[config.mk]
export PLATFORM = sky130hd
export DESIGN_NAME = valid_ready_pipe_ctrl
export DESIGN_NICKNAME = d
export VERILOG_FILES = /design/src/rtl/pipe_ctrl_pkg.sv /design/src/rtl/pipe_valid_chain.sv /design/src/rtl/pipe_flags.sv /design/src/rtl/valid_ready_pipe_ctrl.sv
export SDC_FILE = /design/constraint.sdc
export NUM_CORES = 1
export LEC_CHECK = 0
export ABC_CLOCK_PERIOD_IN_PS = 2600
export BUFFER_PORTS_ARGS = -buffer_cell sky130_fd_sc_hd__buf_2
export CAP_MARGIN = 25
export CORE_AREA = 2 2 39 41
export DETAILED_ROUTE_END_ITERATION = 16
export DIE_AREA = 0 0 41 43
export GPL_TIMING_DRIVEN = 1
export SYNTH_ARGS = -nofsm -noshare
export SYNTH_HDL_FRONTEND = slang
export SYNTH_HIERARCHICAL = 1
export SYNTH_SLANG_ARGS = --single-unit
[constraint.sdc]
create_clock -name clk_i -period 2.6 [get_ports clk_i]
set_input_delay 0.39 -clock clk_i [delete_from_list [all_inputs] [get_ports clk_i]]
set_output_delay 0.39 -clock clk_i [all_outputs]
set_load 0.05 [all_outputs]
[src/rtl/pipe_ctrl_pkg.sv]
package pipe_ctrl_pkg;
  // final stage can take a new word
  function automatic logic stage_free(input logic last_vld, input logic down_rdy);
    return !last_vld || down_rdy;
  endfunction
endpackage

[src/rtl/pipe_valid_chain.sv]
module pipe_valid_chain #(
  parameter int unsigned DEPTH = 3
) (
  input  logic             clk_i,
  input  logic             rst_ni,
  input  logic             en_i,
  input  logic             din_i,
  output logic [DEPTH-1:0] vld_o
);
  logic [DEPTH-1:0] vld_q;

  generate
    if (DEPTH == 1) begin : g_single
      always_ff @(posedge clk_i or negedge rst_ni) begin
        if (!rst_ni)   vld_q <= '0;
        else if (en_i) vld_q <= din_i;
      end
    end else begin : g_multi
      always_ff @(posedge clk_i or negedge rst_ni) begin
        if (!rst_ni)   vld_q <= '0;
        else if (en_i) vld_q <= {vld_q[DEPTH-2:0], din_i};
      end
    end
  endgenerate

  assign vld_o = vld_q;
endmodule

[src/rtl/pipe_flags.sv]
module pipe_flags (
  input  logic last_vld_i,
  input  logic ce_i,
  input  logic out_ready_i,
  output logic pipe_en_o,
  output logic in_ready_o,
  output logic out_valid_o
);
  import pipe_ctrl_pkg::*;

  logic free;

  always_comb begin
    free        = stage_free(last_vld_i, out_ready_i);
    pipe_en_o   = free && ce_i;
    in_ready_o  = free && ce_i;
    out_valid_o = last_vld_i && ce_i;
  end
endmodule

[src/rtl/valid_ready_pipe_ctrl.sv]
module valid_ready_pipe_ctrl #(
  parameter int unsigned DEPTH = 3
) (
  input  logic clk_i,
  input  logic rst_ni,
  input  logic ce_i,
  input  logic in_valid_i,
  output logic in_ready_o,
  output logic out_valid_o,
  input  logic out_ready_i,
  output logic pipe_en_o
);
  localparam int unsigned LAST = DEPTH - 1;

  logic [DEPTH-1:0] vld;
  logic             en;

  pipe_flags u_flags (
    .last_vld_i  (vld[LAST]),
    .ce_i        (ce_i),
    .out_ready_i (out_ready_i),
    .pipe_en_o   (en),
    .in_ready_o  (in_ready_o),
    .out_valid_o (out_valid_o)
  );

  pipe_valid_chain #(.DEPTH(DEPTH)) u_chain (
    .clk_i  (clk_i),
    .rst_ni (rst_ni),
    .en_i   (en),
    .din_i  (in_valid_i),
    .vld_o  (vld)
  );

  assign pipe_en_o = en;
endmodule

==> qor.csv <==
stage,metric,value,unit
run_status,outcome,finished clean,
timing,Final Skew,0.0008925,ns
yosys,dominant cell type by area after synthesis,dfrtp_1,
critical_path,critical-path maximum fanout,5,
critical_path,Worst setup EP type,output pin,
layout,Syn-to-layout area delta,62.62,%
die,# IOs,8,
critical_path,startpoint types,register,
route,Vias/cell,2.649,
global_route,antenna violations before repair,0,
global_route,gr ovfl total,0,
critical_path,Top delay family on crit path,flip-flops,
yosys,post-synth top area share,56.07,%
critical_path,Crit Path Class,reg -> out,
layout,n_diodes,0,
die,row count,14,
clock_tree,post-CTS sizing,0,
route,final wirelength,295,µm
clock_tree,"CTS clk-pin slew, worst paths",0.04,ns
timing,RSZ-0062 raised after global routing,no,
job,maxcap violations,0,
global_route,vias in the first global route,83,
timing,total count of max-transition violations in the final report,0,
layout,fin util,15.73,%
critical_path,WP data required,2.21,ns
critical_path,depth of the worst register-to-register path,2,
critical_path,crit path DAT,1.30,ns
layout,NumNets Final,27,
route,DRC viols,0,
global_route,largest net degree at the start of global routing,6,
timing,Total Neg Setup Slack,0,ns
layout,layout cells sized above 1,61.90,%
timing,final setup vio count,0,
clock_tree,Max clock buf depth,2,
yosys,mapped cell area,133.9,µm²
power,Leakage Power,0.1059,nW
yosys,Syn Area/Cell,13.39,µm²
route,drt first pass iters,2,
clock_tree,clk sinks,3,
timing,Final min period,1.690,ns
die,Die X,41,µm
route,post-route ant nets,0,
timing,Tcrit/Tclk final,65.01,%
yosys,"flops & latches, synth",3,
critical_path,CP Buf/Inv Count,1,
clock_tree,total CTS buffers,3,
layout,max FFs per register,3,
die,die area,1763,µm²
route,DR vias,98,
clock_tree,root buffer cell,clkbuf_4,
critical_path,worst path cell trace,"a21boi_1, buf_2",
die,initial cell density of the core,9.674,%
yosys,Synth Instances,10,
critical_path,CP max stage delay,0.38,ns
global_route,GRT Total Usage,4.733,%
power,Cell Pwr Density,1111,nW/µm²
die,Core Footprint,1384,µm²
clock_tree,worst skew pair latency,0.23,ns
timing,Final Hold Fails,0,
power,Worst VDD drop,0.2124,mV
clock_tree,H-tree level count,1,
critical_path,CP Depth,2,
timing,Max-slew headroom,72.61,%
yosys,Synth area leaders,"dfrtp_1 (56%), mux2_2 (25%), a21boi_1 (5.6%), buf_4 (5.6%), and2_1 (4.7%)",
die,DIE HEIGHT,43,µm
yosys,"Distinct cells, synth",6,
worst_hold_path,hold path cells,2,
route,initial drt markers,1,
yosys,Synthesized Nets,15,
global_route,first-pass GRT wire length,379,µm
route,routed length per instance,7.973,µm
yosys,Yosys Warn Count,6,
placed_design,IO buf count,7,
critical_path,critical path's slowest cell,dfrtp_1,
yosys,register area share after synthesis,56.07,%
clock_tree,TritonCTS clock tree,yes,
timing,Max Clock Freq,591.6,MHz
timing,Worst-Margin Slew,0.4099,ns
placed_design,Final GP Congestion,0.5617,
worst_hold_path,hold crit path type,in -> reg,
-- worst paths after layout --
path / start / end / slack, ns
setup reg to reg: u_chain/vld_o[2] / u_chain/vld_o[1] / 1.37
setup / recovery: u_chain/vld_o[2] / in_ready_o / 0.91
hold / removal: in_valid_i / u_chain/vld_o[0] / 0.39
hold reg to reg: u_chain/vld_o[0] / u_chain/vld_o[0] / 0.50
min in group asynchronous: rst_ni / u_chain/vld_o[0] / 0.48
max in group asynchronous: rst_ni / u_chain/vld_o[2] / 2.01
-- repair_timing --
| item | 4_1_cts | 5_1_grt |
|---|---|---|
| hold endpoints to repair | 3 | 0 |
| hold buffers | 1 | 0 |
| setup buffers | 0 | 0 |
| endpoints found under the setup margin | 0 | 0 |
-- report_power, final --
| group | switching (W) | internal, W | total [W] |
|---|---|---|---|
| registers | 0.0000107 | 0.0000674 | 0.0000781 |
| clock network | 0.0000231 | 0.0000574 | 0.0000805 |
| logic | 0.0000524 | 0.0000308 | 0.0000832 |
| total | 0.0000861 | 0.000156 | 0.000242 |
-- cells by family (layout without fill, tap and decap cells) --
group,count (synthesis),after routing,synth area share (%)
AOI/OAI and AO/OA,1,1,5.610
buffers and inverters,2,13,8.411
DFF,3,3,56.07
and+or+nand+nor,1,1,4.676
muxes,3,3,25.23
-- worst reg2reg max path, stage by stage, from the launching register on --
cell and delay, ns:
dfrtp_1 0.38, a21boi_1 0.35, mux2_2 0.39
-- layout by cell type, fill, tap and decap left out, drive strengths merged --
cell type,instances
dlygate4sd3,1
mux2,3
dfrtp,3
buf,7
and2,1
inv,1
a21boi,1
clkbuf,4
-- layer usage --
metal / vias up / share of wire [%] / wire (µm) / global-route usage, %
met5: - / 0 / 0 / 0
met4: 0 / 0 / 0 / 8.000
met3: 0 / 20 / 60 / 7.330
met2: 8 / 27 / 80 / 1.563
met1: 36 / 52 / 154 / 5.195
li1: 54 / - / - / -
-- through the flow --
stage	hold slack [ns]	instances	power (W)	setup slack (ns)	area, µm²
after floorplan	0.09441	10	0.0001449	0.5555	133.9
after global placement	0.1884	32	0.0001587	0.9919	181.4
after detailed placement	0.1882	32	0.0001609	0.9992	181.4
after CTS	0.3855	37	0.0002471	0.8951	217.7
after global routing	0.3790	37	0.0002622	0.8254	217.7
final	0.3948	37	0.0002419	0.9098	217.7
-- synth_stat cells --
cell type and count:
dfrtp_1 3, mux2_2 3, a21boi_1 1, and2_1 1, buf_4 1, inv_1 1
-- final cells by class --
cell class,count,area [µm²]
Fill cell,158,1166
Inverter,1,3.754
Timing Repair Buffer,8,45.04
Clock buffer,4,26.28
Tap cell,16,20.02
Multi-Input combinational cell,5,47.55
Sequential cell,3,75.07
Power figures use the tool's default switching activity.
